<file path="src/rtl/uart_irq_pkg.sv">
package uart_irq_pkg;
  localparam int REG_W  = 8;
  localparam int PTR_N  = 3;
  localparam int ADDR_W = 3;
  localparam int BANK_N = 4;

  typedef enum logic [ADDR_W-1:0] {
    SEL_TOP     = 3'd0,
    SEL_LINE    = 3'd1,
    SEL_GEN     = 3'd2,
    SEL_CHAR    = 3'd3,
    SEL_EN_TOP  = 3'd4,
    SEL_EN_LINE = 3'd5,
    SEL_EN_GEN  = 3'd6,
    SEL_EN_CHAR = 3'd7
  } reg_sel_e;

  typedef enum logic {
    CLR_ON_READ,
    CLR_ON_SOURCE
  } clr_mode_e;
endpackage

</file>
<file path="src/rtl/irq_src_reg.sv">
module irq_src_reg
  import uart_irq_pkg::*;
#(
  parameter int        W    = 8,
  parameter clr_mode_e MODE = CLR_ON_READ
) (
  input  logic         clk,
  input  logic         rst_n,
  input  logic [W-1:0] src,
  input  logic         rd_hit,
  output logic [W-1:0] q
);
  generate
    if (MODE == CLR_ON_READ) begin : g_cor
      // new cause pulses win over a clearing read
      always_ff @(posedge clk or negedge rst_n) begin
        if (!rst_n) q <= '0;
        else        q <= src | (rd_hit ? '0 : q);
      end
    end else begin : g_follow
      logic unused_rd;
      assign unused_rd = rd_hit;
      always_ff @(posedge clk or negedge rst_n) begin
        if (!rst_n) q <= '0;
        else        q <= src;
      end
    end
  endgenerate
endmodule

</file>
<file path="src/rtl/irq_en_bank.sv">
module irq_en_bank #(
  parameter int W = 8,
  parameter int N = 4,
  localparam int IW = (N > 1) ? $clog2(N) : 1
) (
  input  logic                clk,
  input  logic                rst_n,
  input  logic                wr_en,
  input  logic [IW-1:0]       wr_idx,
  input  logic [W-1:0]        wr_data,
  output logic [N-1:0][W-1:0] en
);
  for (genvar i = 0; i < N; i++) begin : g_reg
    logic [W-1:0] r;
    always_ff @(posedge clk or negedge rst_n) begin
      if (!rst_n)                           r <= '0;
      else if (wr_en && wr_idx == IW'(i))   r <= wr_data;
    end
    assign en[i] = r;
  end
endmodule

</file>
<file path="src/rtl/irq_summary.sv">
module irq_summary #(
  parameter int W     = 8,
  parameter int PTR_N = 3
) (
  input  logic [W-PTR_N-1:0] top_lat,
  input  logic [W-1:0]       line_q,
  input  logic [W-1:0]       gen_q,
  input  logic [W-1:0]       char_q,
  input  logic [W-1:0]       en_top,
  input  logic [W-1:0]       en_line,
  input  logic [W-1:0]       en_gen,
  input  logic [W-1:0]       en_char,
  output logic [W-1:0]       top_val,
  output logic               irq_n
);
  logic [PTR_N-1:0] ptr;

  // pointer bits are live, so they inherit each detail register's clearing rule
  assign ptr[0] = |(line_q & en_line);
  assign ptr[1] = |(gen_q  & en_gen);
  assign ptr[2] = |(char_q & en_char);

  assign top_val = {top_lat, ptr};
  assign irq_n   = ~|(top_val & en_top);
endmodule

</file>
<file path="src/rtl/uart_irq_hub.sv">
module uart_irq_hub
  import uart_irq_pkg::*;
#(
  parameter int DW = REG_W
) (
  input  logic                clk,
  input  logic                rst_n,
  input  logic [DW-PTR_N-1:0] top_evt,
  input  logic [DW-1:0]       line_cond,
  input  logic [DW-1:0]       gen_evt,
  input  logic [DW-1:0]       char_evt,
  input  logic [ADDR_W-1:0]   addr,
  input  logic                rd_en,
  input  logic                wr_en,
  input  logic [DW-1:0]       wr_data,
  output logic [DW-1:0]       rd_data,
  output logic                irq_n
);
  localparam int TOP_N = DW - PTR_N;

  logic [TOP_N-1:0]         top_lat;
  logic [DW-1:0]            line_q, gen_q, char_q, top_val;
  logic [BANK_N-1:0][DW-1:0] en;
  logic [DW-1:0]            en_top, en_line, en_gen, en_char;
  reg_sel_e                 sel;

  assign sel     = reg_sel_e'(addr);
  assign en_top  = en[0];
  assign en_line = en[1];
  assign en_gen  = en[2];
  assign en_char = en[3];

  irq_src_reg #(.W(TOP_N), .MODE(CLR_ON_READ)) u_top (
    .clk(clk), .rst_n(rst_n), .src(top_evt),
    .rd_hit(rd_en && sel == SEL_TOP), .q(top_lat));

  irq_src_reg #(.W(DW), .MODE(CLR_ON_SOURCE)) u_line (
    .clk(clk), .rst_n(rst_n), .src(line_cond),
    .rd_hit(rd_en && sel == SEL_LINE), .q(line_q));

  irq_src_reg #(.W(DW), .MODE(CLR_ON_READ)) u_gen (
    .clk(clk), .rst_n(rst_n), .src(gen_evt),
    .rd_hit(rd_en && sel == SEL_GEN), .q(gen_q));

  irq_src_reg #(.W(DW), .MODE(CLR_ON_READ)) u_char (
    .clk(clk), .rst_n(rst_n), .src(char_evt),
    .rd_hit(rd_en && sel == SEL_CHAR), .q(char_q));

  // address MSB selects the enable bank; cause registers ignore writes
  irq_en_bank #(.W(DW), .N(BANK_N)) u_en (
    .clk(clk), .rst_n(rst_n),
    .wr_en(wr_en && addr[ADDR_W-1]),
    .wr_idx(addr[ADDR_W-2:0]),
    .wr_data(wr_data), .en(en));

  irq_summary #(.W(DW), .PTR_N(PTR_N)) u_sum (
    .top_lat(top_lat), .line_q(line_q), .gen_q(gen_q), .char_q(char_q),
    .en_top(en_top), .en_line(en_line), .en_gen(en_gen), .en_char(en_char),
    .top_val(top_val), .irq_n(irq_n));

  always_comb begin
    rd_data = '0;
    if (rd_en) begin
      unique case (sel)
        SEL_TOP:     rd_data = top_val;
        SEL_LINE:    rd_data = line_q;
        SEL_GEN:     rd_data = gen_q;
        SEL_CHAR:    rd_data = char_q;
        SEL_EN_TOP:  rd_data = en_top;
        SEL_EN_LINE: rd_data = en_line;
        SEL_EN_GEN:  rd_data = en_gen;
        SEL_EN_CHAR: rd_data = en_char;
        default:     rd_data = '0;
      endcase
    end
  end
endmodule

</file>
<file path="config.mk">
export PLATFORM = sky130hd
export DESIGN_NAME = uart_irq_hub
export DESIGN_NICKNAME = d
export VERILOG_FILES = /design/src/rtl/uart_irq_pkg.sv /design/src/rtl/irq_src_reg.sv /design/src/rtl/irq_en_bank.sv /design/src/rtl/irq_summary.sv /design/src/rtl/uart_irq_hub.sv
export SDC_FILE = /design/constraint.sdc
export NUM_CORES = 1
export LEC_CHECK = 0
export ABC_CLOCK_PERIOD_IN_PS = 1420
export BUFFER_PORTS_ARGS = -buffer_cell sky130_fd_sc_hd__buf_4
export CORE_MARGIN = 3
export CORE_UTILIZATION = 55
export CTS_CLUSTER_DIAMETER = 40
export CTS_CLUSTER_SIZE = 28
export DETAILED_ROUTE_END_ITERATION = 16
export GPL_TIMING_DRIVEN = 0
export PLACE_DENSITY = 0.87
export SKIP_CTS_REPAIR_TIMING = 1
export SLEW_MARGIN = 0
export SYNTH_ARGS = -nofsm -noshare
export SYNTH_HDL_FRONTEND = slang
export SYNTH_SLANG_ARGS = --single-unit
</file>
<file path="constraint.sdc">
create_clock -name clk -period 1.42 [get_ports clk]
set_input_delay 0.284 -clock clk [delete_from_list [all_inputs] [get_ports clk]]
set_output_delay 0.284 -clock clk [all_outputs]
set_load 0.05 [all_outputs]
</file>
==> impl_metrics.yaml, run 1 <==
timing:
  tightestPinTransition_ns: 0.7568
  finalSetupViolCount: 9
  rsz0062_at_grt: "true"
  hold_viol: 0
  slew_headroom_pct: 49.55
  clock_skew_ns: 0
  clock.fmax_ghz: 0.4703
  maxSlewViolCount: 0
  fin_crit_sh_pct: 149.7
  worst_slack_ns: -0.7064
  fin_crit_ns: 2.126
setup_path:
  worst_path_max_delay_cell: "dfrtp_1"
  path_buf_inv: 1
  r2r-start: "u_en.g_reg[1].r[1]"
  cp_data_arrival_time_ns: 1.84
  r2r-end: "u_en.g_reg[1].r[1]"
  reg2reg_slack_ns: 0.50
  critPathMaxFanout: 3
  max_stage_delay_ns: 0.42
  critPathCaptureType: "output pin"
  crit_family: "compound AO/OA/AOI/OAI gates"
  required_ns: 1.14
  rr_worst_depth: 2
  cp_cell_sequence: "a22oi_2 > nand4_1 > a22o_1 > a211oi_4 > buf_6"
  critPathKind: "register to output pin"
  worstSetupStartpointType: "register"
power_and_ir_drop:
  ir_worst_vdd_mv: 1.019
  powerDensity_nw_per_um2: 1257
  cellLeakagePower_nw: 1.625
  total_power_mw: 4.944
floorplan:
  fp.dieW_um: 78.68
  initial_utilization_pct: 59.16
  die_height_um: 78.68
  core_area_um2: 4911
  rows: 25
  fp.dieArea_um2: 6191
  io_pins: 53
synth:
  syn_area_um2: 2905
  ys_ff_latch: 61
  avgSynthCellArea_um2: 12.11
  yosys.area.top_type_share_pct: 52.54
  yosysWarnings: 0
  yosys.area.top_type: "dfrtp_1"
  syn_inst: 240
  ys_seq_area_share_pct: 52.54
  syn_nets: 284
  synth_cell_types: 39
  synth_area_leaders: "dfrtp_1 (53%), mux2_2 (11%), a21o_1 (5.7%), a22oi_1 (4.4%), a22o_1 (2.7%)"
clock_tree:
  clkTransAtPathRegs_ns: 0.06
  cts_tree: "built"
  root_buffer: "clkbuf_8"
  clock-sinks: 61
  clockBufferDepth: 2
  cts_buffers: 9
  htree_levels: 3
  insertion_delay_ns: 0.34
grt:
  grt_use_total_pct: 26.34
  grt_use_met3_pct: 9.289
  grt_use_met1_pct: 35.02
  grt_max_degree: 62
  grtUsageMet2_pct: 40.32
  grt_pass1_wl_um: 12150
  gr-total-overflow: 0
  antenna_found_initial: 0
  grt_pass1_vias: 2299
  grt-busiest-layer: "met2"
status:
  status: "finished with violations"
  violations: "setup timing"
drt:
  routedWlPerCell_um: 20.14
  drt_pass1_iterations: 4
  drtIter0Drc: 262
  avgViaCountPerCell: 6.124
  drc: 0
  ant_nets: 0
  num_vias: 2327
  wl_um: 7653
flow_run:
  cap_violations: 0
finish:
  drive_gt1_share_pct: 49.84
  fin_area_um2: 3933
  fin_nets: 353
  syn2layout_area_growth_pct: 35.36
  diodes: 0
placement:
  routabilityCongestion: 0.8999
  hpwl_um: 5409
  port_buffers: 51
  post-place-ws_ns: -0.3699
  placed_cell_area_um2: 3572
worst_hold_path:
  worstHoldPathType: "primary input to async pin"
-- per-layer routing --
| layer | routed length (um) | part of all wire [%] |
|---|---|---|
| met5 | 0 | 0 |
| met4 | 89 | 1.2 |
| met3 | 596 | 7.8 |
| met2 | 3733 | 49 |
| met1 | 3233 | 42 |
-- final cells by class --
class / instances / area [um2]
flip-flops and latches: 61 / 1526
multi-input cells: 162 / 1501
fillers: 300 / 978.4
repair buffers: 58 / 465.4
clock buffers: 9 / 123.9
plain buffers: 10 / 116.4
clock inverters: 6 / 88.84
well taps: 67 / 83.83
inverters: 7 / 26.28
-- report_power, final --
group | internal (mW) | switching [mW] | leakage (nW)
clock network | 0.976 | 0.687 | 0.101
logic | 0.553 | 0.546 | 0.854
registers | 1.97 | 0.209 | 0.670
total | 3.50 | 1.44 | 1.62
-- through the flow --
stage	TNS (ns)	hold slack [ns]	std cells	util, %
global placement	-3.188	0.3932	358	72.74
floorplan	-0.6178	-0.01159	240	-
CTS	-4.708	0.03505	373	77.07
detailed placement	-3.412	0.3946	358	72.74
global route	-5.118	0.02225	380	80.08
finish	-4.555	0.01027	380	80.08
-- placed cells by master (no fill, tap or decap), types with 2 or more instances in the layout --
master / count
inv_1: 7
a221oi_2: 4
nor2_1: 2
nand4_1: 4
nand2_1: 14
and2b_1: 2
clkbuf_8: 9
nor2b_1: 3
a22o_1: 9
o22ai_1: 3
a21o_1: 22
o21ai_1: 4
mux2i_1: 3
clkinvlp_4: 2
a22oi_2: 9
a21oi_2: 4
buf_4: 53
buf_6: 11
a221o_1: 2
dfrtp_1: 61
buf_12: 2
bufinv_16: 2
o21ai_0: 6
mux2_2: 28
nand2_2: 2
o21ai_2: 3
a21oi_4: 7
a31oi_1: 2
nor2_4: 2
a22oi_1: 8
-- logic make-up (layout without fill, tap and decap cells) --
group                  after synthesis  after routing  share of synthesized area, %
AO/OA/AOI/OAI                       90             90                         22.35
flip-flops                          61             61                         52.54
AND/OR/NAND/NOR                     39             39                         8.398
multiplexers                        33             33                         13.18
buffers and inverters               17             90                         3.531
-- worst max path at each step --
stage                             to  cells past startpoint                from  slack, ns
after floorplan                irq_n                      4  u_en.g_reg[2].r[4]      -0.24
after global placement    rd_data[6]                      6             addr[2]      -0.37
after detailed placement  rd_data[4]                      7             addr[2]      -0.37
after CTS                      irq_n                      5         u_line.q[5]      -0.70
after global routing           irq_n                      5          u_gen.q[6]      -0.79
final                          irq_n                      5          u_gen.q[6]      -0.71
-- flip-flops by register name (all words and copies together), names as in the netlist --
signal	cells
u_line.q	8
u_top.q	5
u_char.q	8
u_en.g.r	32
u_gen.q	8
-- cells in the mapped netlist, drive strengths merged --
library cell	n
dfrtp	61
mux2	29
a21o	22
a22oi	17
nand2	16
o21ai	14
a21oi	11
buf	10
a22o	9
inv	7
nand4	5
nor2	5
a221oi	4
nor2b	4
a31oi	3
mux2i	3
nand3	3
o22ai	3
a211oi	2
a221o	2
and2	2
and2b	2
a222oi	1
a32oi	1
and3	1
mux4	1
nor3b	1
o21bai	1
Note: power is estimated with default switching activity, not from simulation.
==> run 2, diff against run 1 <==
- SETUP_SLACK_MARGIN: default -> 0.02
==> run 2 against run 1 <==
Compared with the run above:
- core utilization is 0.71 points lower
- register-to-register slack hardly changed
- wire length is 0.52% higher
- sequential share of layout area is 0.35 points higher
- design area is 0.89% lower
- largest cell class unchanged
- first-iteration DRC count is 38% lower
- the run ends with hold timing, setup timing left
- clock skew stayed put
==> impl_metrics.yaml, run 2 (synthesis gave the netlist of run 1 again) <==
floorplan:
  die_height_um: 78.68
  fp.dieW_um: 78.68
  io_pins: 53
  initial_utilization_pct: 59.16
  rows: 25
  fp.dieArea_um2: 6191
  core_area_um2: 4911
finish:
  largest-register: "u_en.g.r"
  syn2layout_area_growth_pct: 34.15
  fin_nets: 347
  final_cell_mix: "dfrtp_1 (61), buf_4 (48), mux2_2 (28)"
  final_common_cell: "dfrtp_1"
  final_core_util_pct: 79.36
  diodes: 0
  largest_reg_flops: 32
  drive_gt1_share_pct: 50.00
setup_path:
  cp_cell_sequence: "a22oi_2 > nand4_1 > a22o_1 > a211oi_4 > buf_6"
  critPathKind: "register to output pin"
  critPathMaxFanout: 2
  r2r-start: "u_en.g_reg[2].r[4]"
  path_buf_inv: 1
  reg2reg_slack_ns: 0.50
  critPathCaptureType: "output pin"
  max_stage_delay_ns: 0.39
  r2r-end: "u_en.g_reg[2].r[4]"
  cp.depth: 5
  required_ns: 1.14
  worst_path_max_delay_cell: "dfrtp_1"
  cp_data_arrival_time_ns: 1.80
  startpoint: "u_line.q[5]"
  crit_end: "irq_n"
  rr_worst_depth: 2
  crit_family: "compound AO/OA/AOI/OAI gates"
  worstSetupStartpointType: "register"
placement:
  routabilityCongestion: 0.9184
  hpwl_um: 5616
  port_buffers: 51
timing:
  rsz0062_at_grt: "true"
  fin_crit_ns: 2.080
  clock_skew_ns: 0
  maxSlewViolCount: 0
  hold_viol: 6
  clock.fmax_ghz: 0.4809
  fin_tns_setup_ns: -4.333
  fin_hold_ws_ns: -0.002828
  worst_slack_ns: -0.6596
  tightestPinTransition_ns: 0.7545
  slew_headroom_pct: 49.70
  fin_crit_sh_pct: 146.5
  finalSetupViolCount: 9
drt:
  drt_pass1_iterations: 4
  num_vias: 2362
  drtIter0Drc: 163
  ant_nets: 0
  routedWlPerCell_um: 20.51
  drc: 0
  wl_um: 7693
  avgViaCountPerCell: 6.299
flow_run:
  cap_violations: 0
clock_tree:
  cts_buffers: 9
  clock-sinks: 61
  htree_levels: 3
  insertion_delay_ns: 0.34
  root_buffer: "clkbuf_8"
  clockBufferDepth: 2
  cts_tree: "built"
  clkTransAtPathRegs_ns: 0.07
grt:
  grt_pass1_vias: 2413
  grt_pass1_wl_um: 12390
  grt_use_total_pct: 26.77
  grt_max_degree: 62
  gr-total-overflow: 0
  antenna_found_initial: 0
power_and_ir_drop:
  seq_power_share_pct: 45.6
  ir_worst_vdd_mv: 0.9505
  p_comb_share_pct: 22.4
  cellLeakagePower_nw: 1.601
  power_switching_share_pct: 30.45
  p_sw_mw: 1.459
  internal_power_mw: 3.333
  pwr-share-clk_pct: 32.0
  powerDensity_nw_per_um2: 1229
worst_hold_path:
  worstHoldPathType: "primary input to async pin"
status:
  violations: "hold timing, setup timing"
  status: "finished with violations"
run 2: cell types whose count changed in the layout (fill, tap and decap cells not counted), moves of 2 or more:
cell      delta
o22ai_1      -2
o22ai_2      +2
buf_8        +2
clkinv_4     +2
buf_6        -3
a22oi_2      +4
a22oi_1      -4
buf_4        -5
run 2: cell type report:
cell class	instances	area, um2
multi-input cells	162	1520
flip-flops and latches	61	1526
well taps	67	83.83
clock buffers	10	127.6
repair buffers	52	416.7
plain buffers	10	123.9
fillers	324	1013
clock inverters	6	72.57
inverters	7	26.28
run 2: metrics by stage:
step	setup WS, ns	instance area (um2)	total power, mW	hold slack [ns]	instances
2_1_floorplan	-0.2351	3131	2.833	-0.01159	240
3_3_place_gp	-0.3667	3597	3.149	0.3930	358
3_5_place_dp	-0.4036	3597	3.192	0.3946	358
4_1_cts	-0.7113	3797	4.717	0.03070	374
5_1_grt	-0.7347	3897	5.004	0.01319	375
6_report	-0.6596	3897	4.792	-0.002828	375
run 2: worst min-delay path by stage:
stage	slack, ns	to	start	depth (start not counted)
5_1_grt	0.01	u_line.q[7]	line_cond[7]	1
3_3_place_gp	0.39	u_gen.q[1]	rst_n	1
6_report	-0.003	u_en.g_reg[0].r[0]	rst_n	1
4_1_cts	0.03	u_en.g_reg[3].r[4]	rst_n	1
2_1_floorplan	-0.01	u_char.q[0]	rst_n	0
3_5_place_dp	0.39	u_line.q[7]	line_cond[7]	1
run 2: power by group through the flow:
stage	clock [mW]	sequential [mW]	combinational [mW]
floorplan	0	2.13	0.708
global placement	0	2.18	0.971
detailed placement	0	2.19	1.00
CTS	1.55	2.16	1.01
global route	1.65	2.21	1.14
finish	1.54	2.19	1.07
run 2: per-layer routing:
metal | share of wire [%] | vias up | track usage [%]
met5 | 0 | - | 0
met4 | 2.1 | 0 | 8.916
met3 | 7.0 | 18 | 8.716
met2 | 49 | 116 | 42.36
met1 | 42 | 1192 | 34.78
li1 | - | 1036 | -
